<file path="config.mk">
export PLATFORM = sky130hd
export DESIGN_NAME = rxcs_status_gen
export DESIGN_NICKNAME = d
export VERILOG_FILES = /design/src/rtl/rxcs_pkg.sv /design/src/rtl/rxcs_sum.sv /design/src/rtl/rxcs_fold.sv /design/src/rtl/rxcs_bytecnt.sv /design/src/rtl/rxcs_status_gen.sv
export SDC_FILE = /design/constraint.sdc
export NUM_CORES = 1
export LEC_CHECK = 0
export BUFFER_PORTS_ARGS = -buffer_cell sky130_fd_sc_hd__buf_2
export CORE_UTILIZATION = 46
export CTS_CLUSTER_SIZE = 30
export DETAILED_ROUTE_END_ITERATION = 7
export PLACE_DENSITY = 0.69
export SETUP_SLACK_MARGIN = 0.15
export SYNTH_ARGS = -nofsm -noshare
export SYNTH_HDL_FRONTEND = slang
export SYNTH_SLANG_ARGS = --single-unit
</file>
<file path="constraint.sdc">
create_clock -name clk -period 4.9 [get_ports clk]
set_input_delay 0.49 -clock clk [delete_from_list [all_inputs] [get_ports clk]]
set_output_delay 0.49 -clock clk [all_outputs]
set_load 0.02 [all_outputs]
</file>
<file path="src/rtl/rxcs_pkg.sv">
package rxcs_pkg;
  localparam int NWORDS = 5;
  localparam int LEN_W  = 16;
  localparam int WORD_W = 32;
  localparam int ACC_W  = 32;

  typedef struct packed {
    logic mcast;
    logic ipmc;
    logic fcs;
  } rx_class_t;

  typedef logic [NWORDS-1:0][WORD_W-1:0] rec_t;
endpackage

</file>
<file path="src/rtl/rxcs_sum.sv">
module rxcs_sum
  import rxcs_pkg::*;
#(
  parameter int BUF_BYTES = 4096,
  parameter int HDR_BYTES = 14
) (
  input  logic             clk,
  input  logic             rst_n,
  input  logic             in_valid,
  input  logic [7:0]       in_data,
  input  logic             in_last,
  input  rx_class_t        cls_in,
  output logic             fin_vld,
  output logic [ACC_W-1:0] fin_sum,
  output logic [LEN_W-1:0] fin_len,
  output rx_class_t        fin_cls
);
  localparam int CAP = BUF_BYTES - 4;
  localparam int PW  = $clog2(BUF_BYTES + 1);
  localparam bit HPAR = (HDR_BYTES % 2) == 1;

  logic [PW-1:0]    pos_q, pos_d;
  logic [ACC_W-1:0] acc_q, acc_d;
  logic             keep, in_range, hi_slot;
  logic [ACC_W-1:0] addend, acc_sum;
  logic             fin_vld_d;
  logic [ACC_W-1:0] fin_sum_d;
  logic [LEN_W-1:0] fin_len_d;
  rx_class_t        fin_cls_d;

  always_comb begin
    keep     = pos_q < PW'(CAP);
    in_range = keep && (pos_q >= PW'(HDR_BYTES));
    hi_slot  = (pos_q[0] == HPAR);
    if (!in_range)    addend = '0;
    else if (hi_slot) addend = {16'h0, in_data, 8'h0};
    else              addend = {24'h0, in_data};
    acc_sum = acc_q + addend;
  end

  always_comb begin
    pos_d     = pos_q;
    acc_d     = acc_q;
    fin_vld_d = 1'b0;
    fin_sum_d = fin_sum;
    fin_len_d = fin_len;
    fin_cls_d = fin_cls;
    if (in_valid) begin
      if (in_last) begin
        pos_d     = '0;
        acc_d     = '0;
        fin_vld_d = 1'b1;
        fin_sum_d = acc_sum;
        fin_len_d = LEN_W'(pos_q) + LEN_W'(keep);
        fin_cls_d = cls_in;
      end else begin
        acc_d = acc_sum;
        if (keep) pos_d = pos_q + PW'(1);
      end
    end
  end

  always_ff @(posedge clk or negedge rst_n) begin
    if (!rst_n) begin
      pos_q   <= '0;
      acc_q   <= '0;
      fin_vld <= 1'b0;
      fin_sum <= '0;
      fin_len <= '0;
      fin_cls <= '0;
    end else begin
      pos_q   <= pos_d;
      acc_q   <= acc_d;
      fin_vld <= fin_vld_d;
      fin_sum <= fin_sum_d;
      fin_len <= fin_len_d;
      fin_cls <= fin_cls_d;
    end
  end


  pos_bound_chk: assert property (@(posedge clk) disable iff (!rst_n)
    pos_q <= PW'(CAP));


  fin_src_chk: assert property (@(posedge clk) disable iff (!rst_n)
    fin_vld |-> $past(in_valid && in_last));
endmodule

</file>
<file path="src/rtl/rxcs_fold.sv">
module rxcs_fold
  import rxcs_pkg::*;
(
  input  logic             clk,
  input  logic             rst_n,
  input  logic             fin_vld,
  input  logic [ACC_W-1:0] fin_sum,
  input  logic [LEN_W-1:0] fin_len,
  input  rx_class_t        fin_cls,
  output logic             rec_vld,
  output rec_t             rec,
  output logic [LEN_W-1:0] rep_len
);
  logic [16:0]      fold1;
  logic [15:0]      fold2;
  logic [LEN_W-1:0] len_d;
  rec_t             rec_d;
  logic [LEN_W-1:0] rep_len_d;

  always_comb begin
    fold1 = {1'b0, fin_sum[31:16]} + {1'b0, fin_sum[15:0]};
    fold2 = 16'(fold1[15:0] + {15'h0, fold1[16]});
    len_d = fin_len + (fin_cls.fcs ? LEN_W'(4) : LEN_W'(0));
  end

  for (genvar w = 0; w < NWORDS; w++) begin : g_word
    always_comb begin
      rec_d[w] = rec[w];
      if (fin_vld) begin
        case (w)
          2:       rec_d[w] = {30'h0, fin_cls.mcast & fin_cls.ipmc, fin_cls.mcast};
          3:       rec_d[w] = {fold2, 16'h0};
          4:       rec_d[w] = {{(WORD_W-LEN_W){1'b0}}, len_d};
          default: rec_d[w] = '0;
        endcase
      end
    end
  end

  always_comb rep_len_d = fin_vld ? len_d : rep_len;

  always_ff @(posedge clk or negedge rst_n) begin
    if (!rst_n) begin
      rec_vld <= 1'b0;
      rec     <= '0;
      rep_len <= '0;
    end else begin
      rec_vld <= fin_vld;
      rec     <= rec_d;
      rep_len <= rep_len_d;
    end
  end


  rec_hold_chk: assert property (@(posedge clk) disable iff (!rst_n)
    !fin_vld |=> $stable(rec));


  fcs_len_chk: assert property (@(posedge clk) disable iff (!rst_n)
    fin_vld && fin_cls.fcs |=> rep_len == $past(fin_len) + LEN_W'(4));
endmodule

</file>
<file path="src/rtl/rxcs_bytecnt.sv">
module rxcs_bytecnt
  import rxcs_pkg::*;
#(
  parameter int CNT_W = 64
) (
  input  logic             clk,
  input  logic             rst_n,
  input  logic             add_en,
  input  logic [LEN_W-1:0] add_val,
  output logic [CNT_W-1:0] cnt
);
  logic [CNT_W-1:0] cnt_d;

  always_comb begin
    cnt_d = cnt;
    if (add_en) cnt_d = cnt + CNT_W'(add_val);
  end

  always_ff @(posedge clk or negedge rst_n) begin
    if (!rst_n) cnt <= '0;
    else        cnt <= cnt_d;
  end


  cnt_idle_chk: assert property (@(posedge clk) disable iff (!rst_n)
    !add_en |=> $stable(cnt));
endmodule

</file>
<file path="src/rtl/rxcs_status_gen.sv">
module rxcs_status_gen
  import rxcs_pkg::*;
#(
  parameter int BUF_BYTES = 4096,
  parameter int HDR_BYTES = 14,
  parameter int CNT_W     = 64
) (
  input  logic        clk,
  input  logic        rst_n,
  input  logic        in_valid,
  input  logic [7:0]  in_data,
  input  logic        in_last,
  input  logic        in_mcast,
  input  logic        in_ipmcast,
  input  logic        fcs_inband,
  output logic        stat_valid,
  output logic [31:0] stat_w0,
  output logic [31:0] stat_w1,
  output logic [31:0] stat_w2,
  output logic [31:0] stat_w3,
  output logic [31:0] stat_w4,
  output logic        rx_cmplt,
  output logic [31:0] rx_bytes_lo,
  output logic [31:0] rx_bytes_hi
);
  localparam int CAP = BUF_BYTES - 4;

  rx_class_t        cls_in;
  logic             fin_vld;
  logic [ACC_W-1:0] fin_sum;
  logic [LEN_W-1:0] fin_len;
  rx_class_t        fin_cls;
  logic             rec_vld;
  rec_t             rec;
  logic [LEN_W-1:0] rep_len;
  logic             cmplt_q, cmplt_d;
  logic [CNT_W-1:0] cnt;

  always_comb begin
    cls_in.mcast = in_mcast;
    cls_in.ipmc  = in_ipmcast;
    cls_in.fcs   = fcs_inband;
  end

  rxcs_sum #(.BUF_BYTES(BUF_BYTES), .HDR_BYTES(HDR_BYTES)) sum_i (
    .clk(clk), .rst_n(rst_n), .in_valid(in_valid), .in_data(in_data),
    .in_last(in_last), .cls_in(cls_in), .fin_vld(fin_vld),
    .fin_sum(fin_sum), .fin_len(fin_len), .fin_cls(fin_cls)
  );

  rxcs_fold fold_i (
    .clk(clk), .rst_n(rst_n), .fin_vld(fin_vld), .fin_sum(fin_sum),
    .fin_len(fin_len), .fin_cls(fin_cls), .rec_vld(rec_vld),
    .rec(rec), .rep_len(rep_len)
  );

  rxcs_bytecnt #(.CNT_W(CNT_W)) cnt_i (
    .clk(clk), .rst_n(rst_n), .add_en(rec_vld), .add_val(rep_len),
    .cnt(cnt)
  );

  always_comb cmplt_d = rec_vld;

  always_ff @(posedge clk or negedge rst_n) begin
    if (!rst_n) cmplt_q <= 1'b0;
    else        cmplt_q <= cmplt_d;
  end

  assign stat_valid  = rec_vld;
  assign stat_w0     = rec[0];
  assign stat_w1     = rec[1];
  assign stat_w2     = rec[2];
  assign stat_w3     = rec[3];
  assign stat_w4     = rec[4];
  assign rx_cmplt    = cmplt_q;
  assign rx_bytes_lo = cnt[31:0];
  assign rx_bytes_hi = 32'(cnt >> 32);


  len_cap_chk: assert property (@(posedge clk) disable iff (!rst_n)
    stat_valid |-> stat_w4[15:0] <= 16'(CAP + 4));


  ipmc_gate_chk: assert property (@(posedge clk) disable iff (!rst_n)
    stat_valid && !stat_w2[0] |-> !stat_w2[1]);


  cmplt_order_chk: assert property (@(posedge clk) disable iff (!rst_n)
    rx_cmplt |-> $past(stat_valid));


  valid_pulse_chk: assert property (@(posedge clk) disable iff (!rst_n)
    stat_valid |-> $past(in_valid && in_last, 2));
endmodule

</file>
# Word-level counts from Yosys, hierarchy flattened
# Cells that the tools add are included.
[word_totals] ff_bits=197 latch_bits=0 mem_bits_rw=0 rom_bits=0 in_bits=15 wordCells=36 n_memories=0
[op_classes] n_addsub=7 mul=0 div=0 magnitude_cmp=2 eq_ne=0 shifts=0 n_mux=8 bitwise=1 n_reduce_logical=4
[ops] op="64-bit by 16-bit adder with 64-bit output" count=1
[ops] op="32-bit by 16-bit adder with 32-bit output" count=1
[ops] op="16-bit two-way mux" count=2
[ops] op="32-bit two-way mux" count=1
[ops] op="13-bit two-way mux" count=2
[ops] op="16-bit by 16-bit adder with 17-bit output" count=1
[ops] op="16-bit by 1-bit adder with 16-bit output" count=1
[ops] op="16-bit adder" count=1
[ops] op="13-bit by 1-bit adder with 14-bit output" count=1
[ops] op="13-bit by 1-bit adder with 13-bit output (second input constant)" count=1
[ops] op="13-bit by 4-bit >= comparator with 1-bit output (second input constant)" count=1
[ops] op="13-bit by 12-bit less-than comparator with 1-bit output (second input constant)" count=1
[ops] op="2-bit AND reduction" count=2
[ops] op="3-bit two-way mux" count=1
[ops] op="1-bit two-way mux" count=2
[ops] op="2-bit nonzero test" count=1
[ops] op="1-bit AND" count=1
[ops] op="1-bit logical AND" count=1

# Logic depth before layout (Yosys ltp)
# Gate-level depths: netlist of the first run.
[depth] word_depth=5 mapped_depth=19 depth_no_buf=18

# Modules after synthesis
# From an unflattened synthesis of the first run, not the netlist that was laid out.
[unflattened] hier_cells=1358 area_unflattened_um2=12562.0
[by_module_without_submodules] mod="rxcs_sum" n_inst=1 cells_each=562 area_each_um2=5185.0 seq_area_each_um2=2377.3
[by_module_without_submodules] mod="rxcs_fold" n_inst=1 cells_each=449 area_each_um2=3752.3 seq_area_each_um2=875.8
[by_module_without_submodules] mod="rxcs_bytecnt" n_inst=1 cells_each=346 area_each_um2=3599.7 seq_area_each_um2=1601.5
[by_module_without_submodules] mod="rxcs_status_gen" n_inst=1 cells_each=1 area_each_um2=25.0 seq_area_each_um2=25.0

# Worst setup path before layout of the first run
# Ideal clock, no wire load.
[synth_timing] path_type="register to register" start="register sum_i.pos_q[8]" end="register sum_i.fin_sum[28]" arrival_time_ps=3687 slack_ps=1131 stages_incl_launch_ff=20 period_less_slack_ps=3769 cell_sequence="dfrtp_1 clkbuf_1 nand4_1 nor3_1 nor2_1 and3_1 and2_1 ha_1 fa_1 a21o_1 a21oi_1 o21bai_1 nand2_1 a211o_1 o21ai_1 a311oi_2 buf_2 buf_4 o21ai_0 a31oi_1"
[synth_between] elab_chain_len=4 word_cells_on_any_way=5
[synth_lines] element="from (decl)" line_no="rxcs_sum.sv:22" text="logic [PW-1:0] pos_q, pos_d;"
[synth_lines] element="from (signal assigned)" line_no="rxcs_sum.sv:72" text="pos_q <= pos_d;"
[synth_lines] element="13-bit by 12-bit less-than comparator with 1-bit output / 13-bit by 4-bit >= comparator with 1-bit output (equally long branches)" line_no="rxcs_sum.sv:32, rxcs_sum.sv:33"
[synth_lines] element="1-bit logical AND (*)" line_no="rxcs_sum.sv:33" text="in_range = keep && (pos_q >= PW'(HDR_BYTES));"
[synth_lines] element="16-bit two-way mux (*)" line_no="rxcs_sum.sv:35" text="if (!in_range) addend = '0;"
[synth_lines] element="32-bit by 16-bit adder with 32-bit output (*)" line_no="rxcs_sum.sv:38" text="acc_sum = acc_q + addend;"
[synth_lines] element="to (signal assigned)" line_no="rxcs_sum.sv:75" text="fin_sum <= fin_sum_d;"
[synth_lines] element="to (decl)" line_no="rxcs_sum.sv:14" text="output logic [ACC_W-1:0] fin_sum,"
# Every way passes the cells marked *; elsewhere a longest branch is shown, timed or not.
# A chain may end at the register's enable or synchronous reset.

# Worst setup path after layout of the first run
[layout_timing] start="register sum_i.pos_q[9]" end="register sum_i.fin_sum[29]"
# Same word-level chain as after synthesis.

==> summary by stage, run 1 <==
Outcome
The run finished with clean final reports.

Global routing
The number of global-route vias before repair is 7,995. The global-route wire length before repair is 41,580 um. The global route total overflow is 0.

The combined global-route utilization of all metal layers is 0.1936. The initial antenna violation count is 0. Entering global routing, the biggest net connects 113 pins.

STA
The final clock period utilization by the worst path is 0.8521. Setup repair after global routing left no endpoint under its margin. The total count of max-transition violations in the final report is 0. The total setup violations reported at the end of the flow is 0. Setup total negative slack on the finished layout was measured at 0 ns. The actual slew at the worst max-slew pin is 1.199 ns.

The count of endpoints failing hold in the final timing report is 0. On the final layout, the worst clock skew is 0.01193 ns. Subtracting the final worst setup slack from the clock period gives 4.175 ns. The worst slew slack as a fraction of its limit is 0.2007. For this run, the top clock speed supported by timing is ~240 MHz.

Synth
For this run, the leading register cell type out of synthesis is sky130_fd_sc_hd__dfrtp_1. The Yosys step of the flow raised 0 warnings. The count of flip-flops with a built-in enable after synthesis is 0. Each instance of the synthesized netlist takes up on average 9.303 sq um. The sequential share of the synthesized area is 0.4027.

The top-area cell type share of the netlist area is 0.4027. After synthesis the netlist holds a flip-flop and latch count of 194. The share of flip-flops with an asynchronous set or reset after synthesis is 1.000. In this run, distinct cell masters in the synthesized netlist total a little over 70. By area the synthesized netlist is led by sky130_fd_sc_hd__dfrtp_1 (40%), sky130_fd_sc_hd__buf_4 (8.2%), sky130_fd_sc_hd__ha_1 (5.6%), sky130_fd_sc_hd__xor2_1 (5.2%), sky130_fd_sc_hd__xnor2_1 (4.5%).

The post-synthesis cell count is 1,296. The post-synth design cell area is 0.01206 sq mm. The leading area contributor after synthesis is sky130_fd_sc_hd__dfrtp_1.

Drt
The count of nets left with antenna violations once routing finished came out at 0. The routed wire length is 25,960 um. The count of vias placed by the detailed router is 8,905. After detailed routing, the number of remaining DRC violations is 0. In this run, the number of DRC markers left after iteration 0 of detailed routing was 555. Before antenna repair, the detailed router went through 5 iterations. The number of vias per cell is 5.177.

The average detailed-routed wire length per instance is 15.09 um.

Die
In this run the vertical extent of the chip is around 160 um. The initialized floorplan defines 58 standard-cell rows. For this design the top-level I/O count stands at between 200 and 250. The die covers roughly 0.027 sq mm. The chip width is 163.9 um.

The area inside the core boundary is 0.02547 sq mm. The initial utilization of the core area, before any placement, comes to 0.4733.

Clock network
The later pin in the worst-skew pair is clocked with a latency of 0.44 ns. Hold repair after CTS inserted 0 buffers. The register clock-pin slew on the reported worst setup and hold paths is 0.07 ns. The clock root buffer master is sky130_fd_sc_hd__clkbuf_16. Post-CTS timing repair inserted 0 buffers for setup. The clock passes through at most 2 buffers. The H-tree depth is 4. The TritonCTS sink count is 194. In this run, CTS created clock tree buffers numbering 17. The clock tree from TritonCTS is yes.

Placed design
The total placed cells including tap cells is 1,688. The placed wire-length estimate after detailed placement is 18,850 um. Routability-driven placement finished with a final weighted congestion of 0.8580.

Port buffering added 113 buffers.

Final layout
Relative to the synthesized area, the layout overhead comes to 7.430%. The non-filler instance count after layout is 1,720. The repair_antennas step left the layout with diodes totalling 0. The number of nets in the layout is 1,449. In the layout the commonest cells are sky130_fd_sc_hd__dfrtp_1 (193), sky130_fd_sc_hd__nand2_1 (133), sky130_fd_sc_hd__conb_1 (127), sky130_fd_sc_hd__buf_2 (112), sky130_fd_sc_hd__nor2_1 (92). In the final layout, the share of cells above drive strength 1 is 0.1453. The leading cell type in the layout, fill and taps excluded is sky130_fd_sc_hd__dfrtp_1.

Worst setup path
The critical path startpoint category is a register. The worst setup path is captured at a register. The worst path required time is 5.22 ns. The worst setup path is of the reg2reg kind. The highest fanout seen on the critical path is 16. At the worst endpoint, the arrival time is 4.49 ns.

Power and ir drop
Power spread over the standard cell area amounts to between 300 and 400 mW/mm^2. The worst-case IR drop observed on VDD is 0.0002418 V. Summed over all cells, the static leakage comes to 6.383 nW.

Worst hold path
The worst hold path belongs to the class in2async.

Flow run
The tool flagged a number of max-cap violations equal to 0.
-- worst max-delay path, cell delays in order, from the launching register on --
cell,delay (ns)
sky130_fd_sc_hd__dfrtp_1,0.47
sky130_fd_sc_hd__nor4_1,0.36
sky130_fd_sc_hd__nand3_1,0.15
sky130_fd_sc_hd__and3_1,0.30
sky130_fd_sc_hd__and2_1,0.23
sky130_fd_sc_hd__ha_1,0.28
sky130_fd_sc_hd__a21o_1,0.10
sky130_fd_sc_hd__a21oi_1,0.10
sky130_fd_sc_hd__o21ai_1,0.28
sky130_fd_sc_hd__a311oi_1,0.18
sky130_fd_sc_hd__o21a_1,0.25
sky130_fd_sc_hd__o31ai_4,0.68
sky130_fd_sc_hd__nand4_1,0.24
sky130_fd_sc_hd__xnor2_1,0.17
sky130_fd_sc_hd__mux2_2,0.26
-- stage by stage --
stage / hold slack, ns / utilization / instance area (sq um) / setup WS [ns] / power [mW]
after floorplan: 0.1944 / - / 12530 / 1.131 / 2.854
after global placement: 0.4528 / 0.4853 / 12360 / 0.5599 / 3.080
after detailed placement: 0.4557 / 0.4853 / 12360 / 0.4313 / 3.108
after CTS: 0.2256 / 0.5082 / 12940 / 0.4140 / 4.501
after global routing: 0.2435 / 0.5085 / 12950 / 0.3732 / 4.714
final: 0.1837 / 0.5085 / 12950 / 0.7248 / 4.465
-- synthesized netlist by cell type, types with 5 or more instances --
cell type	count
sky130_fd_sc_hd__a21o_1	24
sky130_fd_sc_hd__a21oi_1	64
sky130_fd_sc_hd__a22oi_1	6
sky130_fd_sc_hd__a31oi_1	9
sky130_fd_sc_hd__and2_1	19
sky130_fd_sc_hd__and3_1	16
sky130_fd_sc_hd__buf_1	5
sky130_fd_sc_hd__buf_2	6
sky130_fd_sc_hd__buf_4	132
sky130_fd_sc_hd__clkbuf_1	36
sky130_fd_sc_hd__dfrtp_1	194
sky130_fd_sc_hd__ha_1	54
sky130_fd_sc_hd__inv_1	32
sky130_fd_sc_hd__mux2_2	22
sky130_fd_sc_hd__nand2_1	134
sky130_fd_sc_hd__nand3_1	45
sky130_fd_sc_hd__nand4_1	25
sky130_fd_sc_hd__nor2_1	92
sky130_fd_sc_hd__nor2b_1	5
sky130_fd_sc_hd__nor3_1	31
sky130_fd_sc_hd__nor4_1	15
sky130_fd_sc_hd__o21a_1	7
sky130_fd_sc_hd__o21ai_0	67
sky130_fd_sc_hd__o21ai_1	5
sky130_fd_sc_hd__o2bb2ai_1	12
sky130_fd_sc_hd__o31ai_1	12
sky130_fd_sc_hd__or3_1	13
sky130_fd_sc_hd__xnor2_1	62
sky130_fd_sc_hd__xor2_1	72
-- metal layers --
metal	vias to the layer above	part of all wire	GRT usage	routed length [um]
li1	4414	-	-	-
met1	4278	0.48	0.2730	12530
met2	194	0.47	0.3076	12070
met3	19	0.040	0.02980	1034
met4	0	0.012	0.05345	322
met5	-	0	0	0
-- where the power goes --
| part | internal [mW] | leakage (nW) | switching (mW) |
|---|---|---|---|
| registers | 1.74 | 2.58 | 0.136 |
| logic | 0.447 | 3.53 | 0.752 |
| clock network | 0.685 | 0.281 | 0.702 |
-- cells by family after synthesis --
group / share of synthesized area
XOR/XNOR: 0.09734
buffers and inverters: 0.1105
flip-flops: 0.4027
AND/OR/NAND/NOR: 0.1737
other: 0.0003110
AO/OA/AOI/OAI: 0.1314
multiplexers: 0.02304
adder cells (fa/ha/maj): 0.06102
-- path summary, 6_finish.rpt --
path | from | endpoint | slack (ns) | depth (start not counted)
setup / recovery | sum_i.pos_q[9] | sum_i.fin_sum[29] | 0.72 | 14
hold / removal | rst_n | cnt_i.cnt[29] | 0.18 | 1
setup reg to reg | sum_i.pos_q[9] | sum_i.fin_sum[29] | 0.72 | 14
hold reg to reg | cnt_i.cnt[63] | cnt_i.cnt[63] | 0.46 | 1
max in group asynchronous | rst_n | sum_i.fin_sum[4] | 3.74 | 2
min in group clk | fcs_inband | sum_i.fin_cls[0] | 0.25 | 3
-- flip-flops by register name (all words and copies together) (netlist names) --
| signal | flops |
|---|---|
| rx_cmplt | 1 |
| sum_i.fin_sum | 32 |
| fold_i.rec | 18 |
| cnt_i.cnt | 64 |
| sum_i.fin_len | 14 |
| sum_i.acc_q | 32 |
| sum_i.fin_vld | 1 |
| fold_i.rec_vld | 1 |
| fold_i.rep_len | 15 |
| sum_i.fin_cls | 3 |
| sum_i.pos_q | 13 |
-- area by class of cell --
| type | count | area [sq um] |
|---|---|---|
| clock inverter | 15 | 156.4 |
| inverter | 33 | 123.9 |
| sequential | 194 | 4856 |
| fill | 2339 | 12520 |
| clock buffer | 17 | 425.4 |
| timing repair buffer | 118 | 624.3 |
| tap | 330 | 412.9 |
| multi-input combinational | 1013 | 6354 |
-- repair_timing --
item / CTS / global route
setup endpoints to repair: 0 / 12
resized for setup: 0 / 1
endpoints found under the hold margin: 0 / 0
(Power assumes the default switching activity.)
==> run 2: changes to the inputs <==
- CTS_CLUSTER_DIAMETER: default -> 200
- GPL_ROUTABILITY_DRIVEN: default -> 0
- PLACE_DENSITY: 0.69 -> 0.68
- SYNTH_HIERARCHICAL: default -> 1
==> summary by stage, run 2 <==
Outcome
The run finished with clean final reports.

Worst setup path
The delay of the slowest cell on the worst path is 0.56 ns (-0.12 ns). The end point of the critical path is sum_i/fin_sum[18]. The arrival time of data at the critical path endpoint came to 4.55 ns (+0.06 ns). The highest fanout seen on the critical path was 9 (-7). The kind of capture point of the worst setup path is a register.

The worst path required time is 5.19 ns (-0.03 ns). The worst reg-to-reg setup slack is 0.64 ns (-0.08 ns). The critical path startpoint category is a register. The critical path class is reg2reg. In this run the worst setup path begins at sum_i/pos_q[5]. The number of cells traversed by the worst register-to-register path came to 13 (-1). The endpoint identified for the worst register-to-register timing path is sum_i/fin_sum[18].

Among all stages on the critical path, the largest delay is contributed by sky130_fd_sc_hd__or4_1. The reg-to-reg critical path startpoint is sum_i/pos_q[5]. Walking the worst path, the cells encountered are or4_1 -> o41ai_1 -> nor2_1 -> and2_1 -> ha_1 -> fa_1 -> a21o_1 -> a221o_2 -> nand4_1 -> nand3_1 -> and3_1 -> xnor2_1 -> o21ai_1.

Drt
The average detailed-routed wire length per instance is 14.90 um (-1.2%). The number of search-and-repair iterations in the first detailed-routing pass came to 5 (unchanged). The count of vias placed by the detailed router is 9,460 (+6.2%). The first-iteration detailed-routing DRC count came to 572 (+3.1%).

The routed wire length is 26,510 um (+2.1%). The number of design rule violations left after detail routing was 0 (unchanged). The number of vias per cell is 5.318 (+2.7%). The remaining number of nets flagged by the antenna check after routing was 0 (unchanged).

STA
The time the final worst path needs with I/O delays and setup is 4.256 ns (+0.08059 ns). The actual slew at the worst max-slew pin came to 0.9750 ns (-0.2240 ns). The final setup skew is 0.009136 ns (-0.002792 ns).

The total setup violations reported at the end of the flow is 0 (unchanged). Setup repair after global routing left no endpoint under its margin. The count of endpoints failing hold in the final timing report was 0 (unchanged). The worst slew slack as a fraction of its limit is 0.3484 (+0.1477). The post-route setup TNS is 0 ns (unchanged). The top achievable clock speed is 235.0 MHz (-1.9%). The final worst-path setup slack came to 0.6442 ns (-0.08059 ns). The total count of max-transition violations in the final report is 0 (unchanged). The final clock period utilization by the worst path is 0.8685 (+0.01645).

Synth
The sequential share of the synthesized area is 0.3884 (-0.01421). The most frequently used flop master after synthesis is sky130_fd_sc_hd__dfrtp_1. In the post-synthesis netlist, the biggest area contributors are sky130_fd_sc_hd__dfrtp_1 (39%), sky130_fd_sc_hd__buf_4 (8.7%), sky130_fd_sc_hd__xnor2_1 (6.8%), sky130_fd_sc_hd__ha_1 (5.5%), sky130_fd_sc_hd__nand2_1 (4.1%). The leading area contributor after synthesis is sky130_fd_sc_hd__dfrtp_1. The post-synthesis area per instance was 9.250 sq um (-0.56%).

The post-synthesis cell count is 1,358 (+4.8%). The share of flip-flops with an asynchronous set or reset after synthesis came to 1.000 (unchanged). The count of different cell masters after synthesis is 82 (+15%). The top-area cell type share of the netlist area is 0.3884 (-0.01421). The post-synth design cell area is 0.01256 sq mm (+4.2%). After synthesis, the most frequently instantiated cells are sky130_fd_sc_hd__dfrtp_1 (195), sky130_fd_sc_hd__buf_4 (146), sky130_fd_sc_hd__nand2_1 (136). The number of storage elements in the synthesis netlist is 195 (+0.52%).

Yosys instantiated no cell more often than sky130_fd_sc_hd__dfrtp_1. The total number of yosys warnings is 6 (+6). The count of flip-flops with a built-in enable after synthesis was 0 (unchanged).

Clock network
The number of buffers between clock root and the deepest sink came to 2 (unchanged). The clock root buffer master is sky130_fd_sc_hd__clkbuf_16. The TritonCTS sink count is 195 (+0.52%). The worst-skew pair later-pin latency is 0.43 ns (about the same). The CTS buffer count is 17 (unchanged). The clock tree from TritonCTS is yes.

The number of gates resized after CTS was 0 (unchanged). The H-tree depth came to 4 (unchanged). The register clock-pin slew on the reported worst setup and hold paths was 0.07 ns (about the same).

The number of setup buffers added after CTS is 0 (unchanged). The number of buffers inserted by hold repair at cts is 0 (unchanged).

Die
The area of the die is 0.02797 sq mm (+4.1%). The number of rows created at floorplan was 60 (+3.4%). The area inside the core boundary is 0.02688 sq mm (+5.5%).

The starting density of the core is 0.4674 (-0.005916). The chip width is 167.3 um (+2.1%). The top-level I/O count is 241 (unchanged). The die height is 167.3 um (+2.1%).

Final layout
The fraction of final layout cells sized beyond drive strength 1 was 0.1467 (+0.001408). The growth of design area from synthesis to finish is 6.882%. The number of nets in the layout is 1,498 (+3.4%). The leading cell type in the layout, fill and taps excluded is sky130_fd_sc_hd__dfrtp_1. In the final layout, the registers with the most flip-flops are cnt_i/cnt: 64 flops, sum_i/acc_q: 32 flops, sum_i/fin_sum: 32 flops. Leaving out fill and tap cells, the most frequent cells in the layout are sky130_fd_sc_hd__dfrtp_1 (194), sky130_fd_sc_hd__nand2_1 (135), sky130_fd_sc_hd__conb_1 (128), sky130_fd_sc_hd__buf_2 (113), sky130_fd_sc_hd__xnor2_1 (97).

The register with the most flip-flops in the final layout is cnt_i/cnt. The number of diodes is 0 (unchanged). The flip-flop count of the largest register after layout is 64 (unchanged).

Global routing
The global-route wire length before repair is 43,910 um (+5.6%). The combined global-route utilization of all metal layers is 0.1913 (-0.002244). The initial antenna violation count was 0 (unchanged). The number of global-route vias before repair is 8,891 (+11%). The pin count of the biggest net entering global routing is 105 (-7.1%). The global route total overflow was 0 (unchanged).

Placed design
The number of I/O port buffers is 114 (+0.88%). The worst setup timing slack at the placement stage is 0.7190 ns (+0.2877 ns). The placed wire-length estimate after detailed placement is 19,490 um (+3.4%).

Power and ir drop
The peak supply drop was 0.0001771 V (-27%). The total power divided by cell area is 350.0 mW/mm^2 (+1.5%). The cell leakage power is 6.261 nW (-1.9%).

Worst hold path
The type of the worst min-delay path is in2async.

Flow run
The number of max-cap violations was 0 (unchanged).
==> run 2: cell types whose count changed after synthesis, sizes merged, moves of 8 or more <==
cell | previous run | this run
nand3 | 48 | 61
buf | 146 | 160
a21oi | 64 | 83
nor4 | 16 | 6
and2 | 19 | 27
a21o | 24 | 10
xor2 | 72 | 43
o21ai | 72 | 84
o2111ai | 1 | 9
a31oi | 9 | 17
nor3 | 32 | 14
nor2 | 95 | 77
xnor2 | 62 | 97
and3 | 17 | 30
==> run 2: logic make-up (layout without fill, tap and decap cells) <==
kind of cell | Yosys count | after routing | share of synthesized area
buffers and inverters | 231 | 185 | 0.1137
multiplexers | 25 | 25 | 0.02241
other | 2 | 128 | 0.0005978
AO/OA/AOI/OAI | 279 | 279 | 0.1447
XOR/XNOR | 140 | 140 | 0.09821
AND/OR/NAND/NOR | 428 | 428 | 0.1723
flip-flops | 195 | 195 | 0.3884
adder cells (fa/ha/maj) | 58 | 58 | 0.05956
==> run 2: layer usage <==
layer,vias up,share of wire,wire length [um],global-route usage
met5,-,0,0,0
met4,0,0.017,461,0.06262
met3,29,0.043,1142,0.02883
met2,255,0.46,12140,0.3076
met1,4572,0.48,12770,0.2647
li1,4604,-,-,-
==> run 2: critical path, delay by kind of cell, from the launching register on <==
family          cells  cell delay [ns]
fa+ha+maj           2             0.61
simple gates        6             1.68
flops               1             0.48
xor+xnor            1             0.14
compound gates      4             1.20
==> run 2: per-stage QoR <==
step	area [sq um]	std cells	total power, mW	util	hold slack [ns]
after floorplan	13040	1484	2.948	-	0.1944
final	13430	1779	4.700	0.4996	0.1430
after global placement	12780	1747	3.176	0.4757	0.4590
after global routing	13430	1779	4.942	0.4996	0.2108
after detailed placement	12780	1747	3.202	0.4757	0.4607
after CTS	13430	1779	4.739	0.4996	0.1919
==> run 2: layout make-up <==
cell class	count	area, sq um
clock buffers	22	474.2
clock inverters	10	167.7
fillers	2537	13450
inverters	33	123.9
multi-input cells	1058	6729
flip-flops and latches	195	4881
well taps	341	426.7
repair buffers	120	624.3
==> run 2: power by group <==
part	total, mW	internal [mW]	switching [mW]
clock	1.52	0.903	0.617
combinational	1.30	0.478	0.822
sequential	1.88	1.75	0.132
==> run 2: worst min-delay path by stage <==
stage,start,end,slack [ns],cells past startpoint
2_1_floorplan,rst_n,cnt_i/cnt[0],0.19,0
3_3_place_gp,cnt_i/cnt[63],cnt_i/cnt[63],0.46,1
6_report,rst_n,cnt_i/cnt[25],0.14,1
4_1_cts,rst_n,cnt_i/cnt[25],0.19,1
5_1_grt,rst_n,cnt_i/cnt[25],0.21,1
3_5_place_dp,cnt_i/cnt[63],cnt_i/cnt[63],0.46,1
